===== src/rtl/adc_pkg.sv =====
package adc_pkg;

  typedef enum logic [1:0] {
    ST_CONV  = 2'd0,
    ST_SLEEP = 2'd1,
    ST_DATA  = 2'd2
  } adc_state_e;

endpackage


===== src/rtl/adc_sync_edge.sv =====
module adc_sync_edge #(
  parameter int   STAGES  = 2,
  parameter logic RST_VAL = 1'b0
) (
  input  logic clk,
  input  logic rst,
  input  logic d_i,
  output logic level_o,
  output logic rise_o,
  output logic fall_o
);

  logic [STAGES:0] pipe_q;

  always_ff @(posedge clk) begin
    if (rst) pipe_q <= {(STAGES+1){RST_VAL}};
    else     pipe_q <= {pipe_q[STAGES-1:0], d_i};
  end

  assign level_o = pipe_q[STAGES-1];
  assign rise_o  = pipe_q[STAGES-1] & ~pipe_q[STAGES];
  assign fall_o  = ~pipe_q[STAGES-1] & pipe_q[STAGES];

endmodule


===== src/rtl/adc_conv_timer.sv =====
module adc_conv_timer #(
  parameter int CYCLES = 64
) (
  input  logic clk,
  input  logic rst,
  input  logic start_i,
  output logic done_o
);

  localparam int CW = $clog2(CYCLES + 1);
  localparam logic [CW-1:0] LAST = CW'(CYCLES - 1);

  logic [CW-1:0] cnt_q;
  logic          run_q;

  assign done_o = run_q && (cnt_q == LAST);

  always_ff @(posedge clk) begin
    if (rst || start_i) begin
      run_q <= 1'b1;
      cnt_q <= '0;
    end else if (run_q) begin
      if (done_o) run_q <= 1'b0;
      else        cnt_q <= cnt_q + 1'b1;
    end
  end

endmodule


===== src/rtl/adc_frame_shift.sv =====
module adc_frame_shift #(
  parameter int W = 32
) (
  input  logic         clk,
  input  logic         rst,
  input  logic         load_i,
  input  logic [W-1:0] frame_i,
  input  logic         shift_i,
  output logic         msb_o
);

  logic [W-1:0] sh_q;

  always_ff @(posedge clk) begin
    if (rst)          sh_q <= '0;
    else if (load_i)  sh_q <= frame_i;
    else if (shift_i) sh_q <= {sh_q[W-2:0], 1'b0};
  end

  assign msb_o = sh_q[W-1];

endmodule


===== src/rtl/adc_cfg_capture.sv =====
module adc_cfg_capture #(
  parameter int CFG_W = 8,
  parameter int IDX_W = 6
) (
  input  logic             clk,
  input  logic             rst,
  input  logic             clr_i,
  input  logic             sample_i,
  input  logic [IDX_W-1:0] idx_i,
  input  logic             sdi_i,
  input  logic             commit_i,
  output logic [CFG_W-1:0] cfg_o
);

  logic [CFG_W-1:0] sh_q;
  logic [CFG_W-1:0] cfg_q;

  always_ff @(posedge clk) begin
    if (rst) begin
      sh_q  <= '0;
      cfg_q <= '0;
    end else begin
      if (clr_i)
        sh_q <= '0;
      else if (sample_i && (int'(idx_i) < CFG_W))
        sh_q <= {sh_q[CFG_W-2:0], sdi_i};
      if (commit_i)
        cfg_q <= sh_q;
    end
  end

  assign cfg_o = cfg_q;

endmodule


===== src/rtl/adc_serial_slave.sv =====
module adc_serial_slave
  import adc_pkg::*;
#(
  parameter int RES_W       = 24,
  parameter int SUB_W       = 5,
  parameter int CFG_W       = 8,
  parameter int CONV_CYCLES = 64,
  parameter int SYNC_STAGES = 2,
  localparam int WORD_W     = 1 + RES_W + SUB_W
) (
  input  logic              clk,
  input  logic              rst,
  input  logic              sck_i,
  input  logic              cs_n_i,
  input  logic              sdi_i,
  input  logic              load_valid_i,
  input  logic [WORD_W-1:0] load_word_i,
  output logic              sdo_o,
  output logic              sdo_en_o,
  output logic [CFG_W-1:0]  cfg_o
);

  localparam int FRAME_W = WORD_W + 2;
  localparam int CNT_W   = $clog2(FRAME_W + 1);
  localparam logic [CNT_W-1:0] LAST_RISE = CNT_W'(FRAME_W - 1);

  // synchronised pins
  logic cs_n_lvl, cs_rise, cs_fall, cs_low_s;
  logic sck_lvl, sck_rise, sck_fall;

  adc_sync_edge #(.STAGES(SYNC_STAGES), .RST_VAL(1'b1)) u_cs_sync (
    .clk(clk), .rst(rst), .d_i(cs_n_i),
    .level_o(cs_n_lvl), .rise_o(cs_rise), .fall_o(cs_fall)
  );

  adc_sync_edge #(.STAGES(SYNC_STAGES), .RST_VAL(1'b0)) u_sck_sync (
    .clk(clk), .rst(rst), .d_i(sck_i),
    .level_o(sck_lvl), .rise_o(sck_rise), .fall_o(sck_fall)
  );

  assign cs_low_s = ~cs_n_lvl;

  // control state
  adc_state_e       state_q, state_d;
  logic [CNT_W-1:0] rise_cnt;
  logic [WORD_W-1:0] pending_q;
  logic             tmr_start, tmr_done;
  logic             enter_data, frame_done, sample_en, shift_en, shift_msb;
  logic             sdo_q, sdo_en_q;

  assign sample_en  = (state_q == ST_DATA) && sck_rise && !cs_rise;
  assign shift_en   = (state_q == ST_DATA) && sck_fall && !sck_lvl && !cs_rise;
  assign frame_done = sample_en && (rise_cnt == LAST_RISE);

  always_comb begin
    state_d    = state_q;
    tmr_start  = 1'b0;
    enter_data = 1'b0;
    unique case (state_q)
      ST_CONV: begin
        if (tmr_done) begin
          if (cs_low_s) begin
            state_d    = ST_DATA;
            enter_data = 1'b1;
          end else begin
            state_d = ST_SLEEP;
          end
        end
      end
      ST_SLEEP: begin
        if (cs_fall) begin
          state_d    = ST_DATA;
          enter_data = 1'b1;
        end
      end
      ST_DATA: begin
        if (cs_rise) begin
          if (rise_cnt == '0) begin
            state_d = ST_SLEEP;
          end else begin
            state_d   = ST_CONV;
            tmr_start = 1'b1;
          end
        end else if (frame_done) begin
          state_d   = ST_CONV;
          tmr_start = 1'b1;
        end
      end
      default: begin
        state_d   = ST_CONV;
        tmr_start = 1'b1;
      end
    endcase
  end

  always_ff @(posedge clk) begin
    if (rst) begin
      state_q   <= ST_CONV;
      rise_cnt  <= '0;
      pending_q <= '0;
      sdo_q     <= 1'b0;
      sdo_en_q  <= 1'b0;
    end else begin
      state_q <= state_d;
      if (enter_data)     rise_cnt <= '0;
      else if (sample_en) rise_cnt <= rise_cnt + 1'b1;
      if (load_valid_i)   pending_q <= load_word_i;
      sdo_en_q <= cs_low_s;
      sdo_q    <= cs_low_s &&
                  ((state_q == ST_DATA) ? shift_msb : (state_q == ST_CONV));
    end
  end

  adc_conv_timer #(.CYCLES(CONV_CYCLES)) u_timer (
    .clk(clk), .rst(rst), .start_i(tmr_start), .done_o(tmr_done)
  );

  adc_frame_shift #(.W(FRAME_W)) u_shift (
    .clk(clk), .rst(rst), .load_i(enter_data),
    .frame_i({2'b00, pending_q}), .shift_i(shift_en), .msb_o(shift_msb)
  );

  adc_cfg_capture #(.CFG_W(CFG_W), .IDX_W(CNT_W)) u_cfg (
    .clk(clk), .rst(rst), .clr_i(enter_data), .sample_i(sample_en),
    .idx_i(rise_cnt), .sdi_i(sdi_i), .commit_i(frame_done), .cfg_o(cfg_o)
  );

  assign sdo_o    = sdo_q;
  assign sdo_en_o = sdo_en_q;

endmodule


===== config.mk =====
export PLATFORM = sky130hd
export DESIGN_NAME = adc_serial_slave
export DESIGN_NICKNAME = d
export VERILOG_FILES = /design/src/rtl/adc_pkg.sv /design/src/rtl/adc_sync_edge.sv /design/src/rtl/adc_conv_timer.sv /design/src/rtl/adc_frame_shift.sv /design/src/rtl/adc_cfg_capture.sv /design/src/rtl/adc_serial_slave.sv
export SDC_FILE = /design/constraint.sdc
export NUM_CORES = 1
export LEC_CHECK = 0
export BUFFER_PORTS_ARGS = -buffer_cell sky130_fd_sc_hd__buf_2
export CAP_MARGIN = 15
export CORE_MARGIN = 5
export CORE_UTILIZATION = 35
export DETAILED_ROUTE_END_ITERATION = 7
export GPL_ROUTABILITY_DRIVEN = 0
export GPL_TIMING_DRIVEN = 0
export PLACE_DENSITY_LB_ADDON = 0.25
export RECOVER_POWER = 50
export SYNTH_ARGS = -nofsm -noshare
export SYNTH_HDL_FRONTEND = slang
export SYNTH_HIERARCHICAL = 1
export SYNTH_SLANG_ARGS = --single-unit

===== constraint.sdc =====
create_clock -name clk -period 2.6 [get_ports clk]
set_clock_uncertainty 0.15 [all_clocks]
set_input_delay 0.52 -clock clk [delete_from_list [all_inputs] [get_ports clk]]
set_output_delay 0.52 -clock clk [all_outputs]
set_load 0.01 [all_outputs]

==> results.yml <==
pwr:
  combinationalPowerShare: 0.044
  power-per-cell-area_nw_per_um2: 597
  p_leak_nw: 1.93
  p_total_mw: 3.10
  switching_share: 0.215
  net_sw_power_uw: 667
  seqPwrFrac: 0.522
  pwr-share-clk: 0.434
  worst_ir_drop_vdd_mv: 0.261
  internal_power_mw: 2.43
timing:
  fin_setup_tns_ps: 0
  maxClockFrequency_mhz: 412
  max_transition_margin: 0.321
  setup_viol_count_final: 0
  whs_ps: 220
  timing.final.crit_period_ps: 2430
  timing.final.hold_violations: 0
  report.final.slew_viol_count: 0
  final_period_util: 0.933
  grt_setup_unrepaired: "no"
  setup_ws_ps: 174
  tightestPinTransition_ps: 1020
global_routing:
  vias_in_the_first_global_route: 3040
  grtUsageTotal: 0.118
  grt_pass1_wl_mm: 14.1
  largest_net_degree_at_the_start_of_global_routing: 25
  globalRoute.totalOverflow: 0
  grt_antenna_before_repair: 0
final_layout:
  area_growth_syn_to_layout_pct: 17.0
  fill_count: 1268
  fin_cells: 650
  antenna_cells_inserted: 0
  final_nets: 512
  final_layout_size_suffix_gt1_frac: 0.238
clocking:
  cts-htree-levels: 3
  numClockSinks: 102
  cts-root-buf: "sky130_fd_sc_hd__clkbuf_16"
  hold_fix_buffers_cts: 0
  insertion_delay_ps: 340
  cts.path.max_buffers: 2
  worst_setup_hold_path_clk_slew_ps: 70
  tritoncts_clock_tree: "yes"
  cts_inserted_buffers: 9
detailed_routing:
  vias: 3021
  post-route-drc-count: 0
  drt_first_pass_iters: 4
  drt_wl_total_mm: 8.30
  wl_per_cell_um: 12.8
  drt_iter0_markers: 159
  drt-vias-per-instance: 4.65
  antenna_violating_nets_post_route: 0
critical_path:
  critical_path_peak_fanout: 13
  worst_setup_path_endpoint: "u_cfg/sh_q[7]"
  end_kind: "flip-flop"
  endpoint_of_the_worst_register_to_register_path: "u_cfg/sh_q[7]"
  ff2ff_setup_slack_ps: 170
  timing.critical_path.required_ps: 2710
  reg2reg_path_depth: 10
  start_kind: "flip-flop"
  worstSetupStartpoint: "u_timer/cnt_q[0]"
  arrival_ps: 2540
  crit-reg2reg-launch: "u_timer/cnt_q[0]"
  setup.worst_path.class: "reg -> reg"
logic_synthesis:
  post_synth_inst_count: 415
  synthesis.area_per_instance_sq_um: 10.7
  synth-edff-count: 0
  synth_cell_type_count: 45
  yosys_register_bits: 102
  synthesized_area_sq_um: 4440
  synth-warning-count: 6
  yosysSeqAreaShare: 0.460
  synthFlopType: "sky130_fd_sc_hd__dfxtp_1"
  synth_async_sr_flop_share: 0
floorplan:
  number_of_ports_placed_on_the_die_boundary: 46
  initial_core_util: 0.355
  die_w_um: 123
  design.die.area_sq_um: 15000
  placement_rows: 41
  core_region_area_sq_um: 12500
  die_y_um: 123
hold_path:
  worstHoldPathType: "in -> reg"
placement:
  post-dp-hpwl_mm: 5.88
  io_buffers: 44
  preCtsSetupSlack_ps: -178
  place.detailed.instances: 632
job:
  max_cap_violations: 0
outcome:
  status: "completed"
-- kinds of logic (layout without fill, tap and decap cells) --
family	after synthesis	in the layout	share of synthesized area
XOR/XNOR	1	1	0.00197
adder cells (fa/ha/maj)	3	3	0.00846
buffers and inverters	34	96	0.0485
multiplexers	81	81	0.183
flip-flops	102	102	0.460
AND/OR/NAND/NOR	136	136	0.173
AO/OA/AOI/OAI	57	57	0.125
other	1	2	0.000845
-- stage by stage --
stage / area [sq um] / util
6_report: 5190 / 0.415
5_1_grt: 5190 / 0.415
4_1_cts: 5180 / 0.414
3_5_place_dp: 4880 / 0.390
3_3_place_gp: 4880 / 0.390
2_1_floorplan: 4440 / -
-- registers in the layout, summed over array words and instances (netlist names) --
signal and cells:
pending_q 30, rise_cnt 6, sdo_en_o 1, sdo_o 1, state_q 2, u_cfg/cfg_o 8
u_cfg/sh_q 8, u_cs_sync/pipe_q 3, u_sck_sync/pipe_q 3, u_shift/sh_q 32, u_timer/cnt_q 7, u_timer/run_q 1
-- layer usage --
metal / track usage / up-vias / part of all wire
met5: 0 / - / 0
met2: 0.191 / 34 / 0.48
met1: 0.152 / 1407 / 0.48
met3: 0.0276 / 4 / 0.028
met4: 0.0441 / 0 / 0.011
li1: - / 1576 / -
-- Yosys cell counts (2+ instances only) --
master | count | area (sq um)
sky130_fd_sc_hd__or4_1 | 3 | 22.5
sky130_fd_sc_hd__and2b_1 | 2 | 15.0
sky130_fd_sc_hd__a21boi_1 | 2 | 15.0
sky130_fd_sc_hd__or3b_1 | 3 | 26.3
sky130_fd_sc_hd__ha_1 | 3 | 37.5
sky130_fd_sc_hd__buf_12 | 3 | 60.1
sky130_fd_sc_hd__and2_1 | 2 | 12.5
sky130_fd_sc_hd__inv_1 | 8 | 30.0
sky130_fd_sc_hd__nand3_1 | 2 | 10.0
sky130_fd_sc_hd__a211oi_1 | 3 | 22.5
sky130_fd_sc_hd__o31ai_1 | 3 | 22.5
sky130_fd_sc_hd__nor2_1 | 44 | 165
sky130_fd_sc_hd__o21ai_0 | 5 | 25.0
sky130_fd_sc_hd__or2_1 | 3 | 18.8
sky130_fd_sc_hd__nor2b_1 | 39 | 244
sky130_fd_sc_hd__a211oi_2 | 30 | 375
sky130_fd_sc_hd__buf_2 | 10 | 50.1
sky130_fd_sc_hd__nor4b_1 | 2 | 17.5
sky130_fd_sc_hd__nand2_1 | 12 | 45.0
sky130_fd_sc_hd__clkbuf_1 | 9 | 33.8
sky130_fd_sc_hd__dfxtp_1 | 102 | 2040
sky130_fd_sc_hd__nand4_1 | 3 | 18.8
sky130_fd_sc_hd__buf_6 | 3 | 33.8
sky130_fd_sc_hd__mux2i_1 | 81 | 811
sky130_fd_sc_hd__or3_1 | 4 | 25.0
sky130_fd_sc_hd__or3b_2 | 7 | 61.3
sky130_fd_sc_hd__a21oi_1 | 9 | 45.0
-- placed cells by master, fill, tap and decap left out, types with 3 or more instances in the layout --
master,Yosys,routed
sky130_fd_sc_hd__a211oi_1,3,3
sky130_fd_sc_hd__a211oi_2,30,30
sky130_fd_sc_hd__a21oi_1,9,9
sky130_fd_sc_hd__buf_12,3,3
sky130_fd_sc_hd__buf_2,10,43
sky130_fd_sc_hd__buf_4,1,3
sky130_fd_sc_hd__buf_6,3,3
sky130_fd_sc_hd__clkbuf_1,9,18
sky130_fd_sc_hd__clkbuf_16,0,9
sky130_fd_sc_hd__clkbuf_2,0,3
sky130_fd_sc_hd__dfxtp_1,102,102
sky130_fd_sc_hd__inv_1,8,7
sky130_fd_sc_hd__mux2i_1,81,81
sky130_fd_sc_hd__nand2_1,12,12
sky130_fd_sc_hd__nand4_1,3,3
sky130_fd_sc_hd__nor2_1,44,44
sky130_fd_sc_hd__nor2b_1,39,39
sky130_fd_sc_hd__o21ai_0,5,5
sky130_fd_sc_hd__o31ai_1,3,3
sky130_fd_sc_hd__or2_1,3,3
sky130_fd_sc_hd__or3_1,4,4
sky130_fd_sc_hd__or3b_1,3,3
sky130_fd_sc_hd__or3b_2,7,7
sky130_fd_sc_hd__or4_1,3,3
-- cell type report --
type	count	area (sq um)	area share
timing repair buffer	46	221	0.0426
inverter	8	30.0	0.00578
sequential	102	2040	0.393
clock buffer	11	243	0.0467
tap	172	215	0.0414
buffer	26	189	0.0364
multi-input combinational	280	2190	0.423
clock inverter	5	58.8	0.0113
-- critical path, cell delays in order, from the launching register on --
cell,delay [ps]
sky130_fd_sc_hd__dfxtp_1,330
sky130_fd_sc_hd__ha_2,200
sky130_fd_sc_hd__and2_1,150
sky130_fd_sc_hd__nand4_1,120
sky130_fd_sc_hd__nor2_1,60
sky130_fd_sc_hd__nor4b_2,160
sky130_fd_sc_hd__a31oi_1,220
sky130_fd_sc_hd__inv_2,170
sky130_fd_sc_hd__buf_4,180
sky130_fd_sc_hd__or3b_2,470
sky130_fd_sc_hd__mux2i_1,140
-- power by group through the flow --
stage	clock, mW	sequential, mW	combinational [mW]
after CTS	1.39	1.62	0.139
after global placement	0	1.65	0.135
after detailed placement	0	1.66	0.138
after global routing	1.45	1.62	0.155
final	1.35	1.62	0.136
after floorplan	0	1.65	0.0877
-- worst min path at each step --
stage / start / endpoint / slack, ps / cells past startpoint
after floorplan: u_cs_sync/pipe_q[0] / u_cs_sync/pipe_q[1] / 240 / 1
final: cs_n_i / u_cs_sync/pipe_q[0] / 220 / 2
after global routing: cs_n_i / u_cs_sync/pipe_q[0] / 220 / 2
after detailed placement: u_cs_sync/pipe_q[0] / u_cs_sync/pipe_q[1] / 250 / 1
after CTS: cs_n_i / u_cs_sync/pipe_q[0] / 210 / 2
after global placement: u_cs_sync/pipe_q[0] / u_cs_sync/pipe_q[1] / 250 / 1
-- timing repair --
item                                    4_1_cts  5_1_grt
endpoints found under the setup margin       31       31
hold endpoints to repair                      0        0
setup buffers                                 0        2
resized for setup                             4        2
gates cloned                                  0        0
No activity file was read; power rests on OpenSTA's default activity.
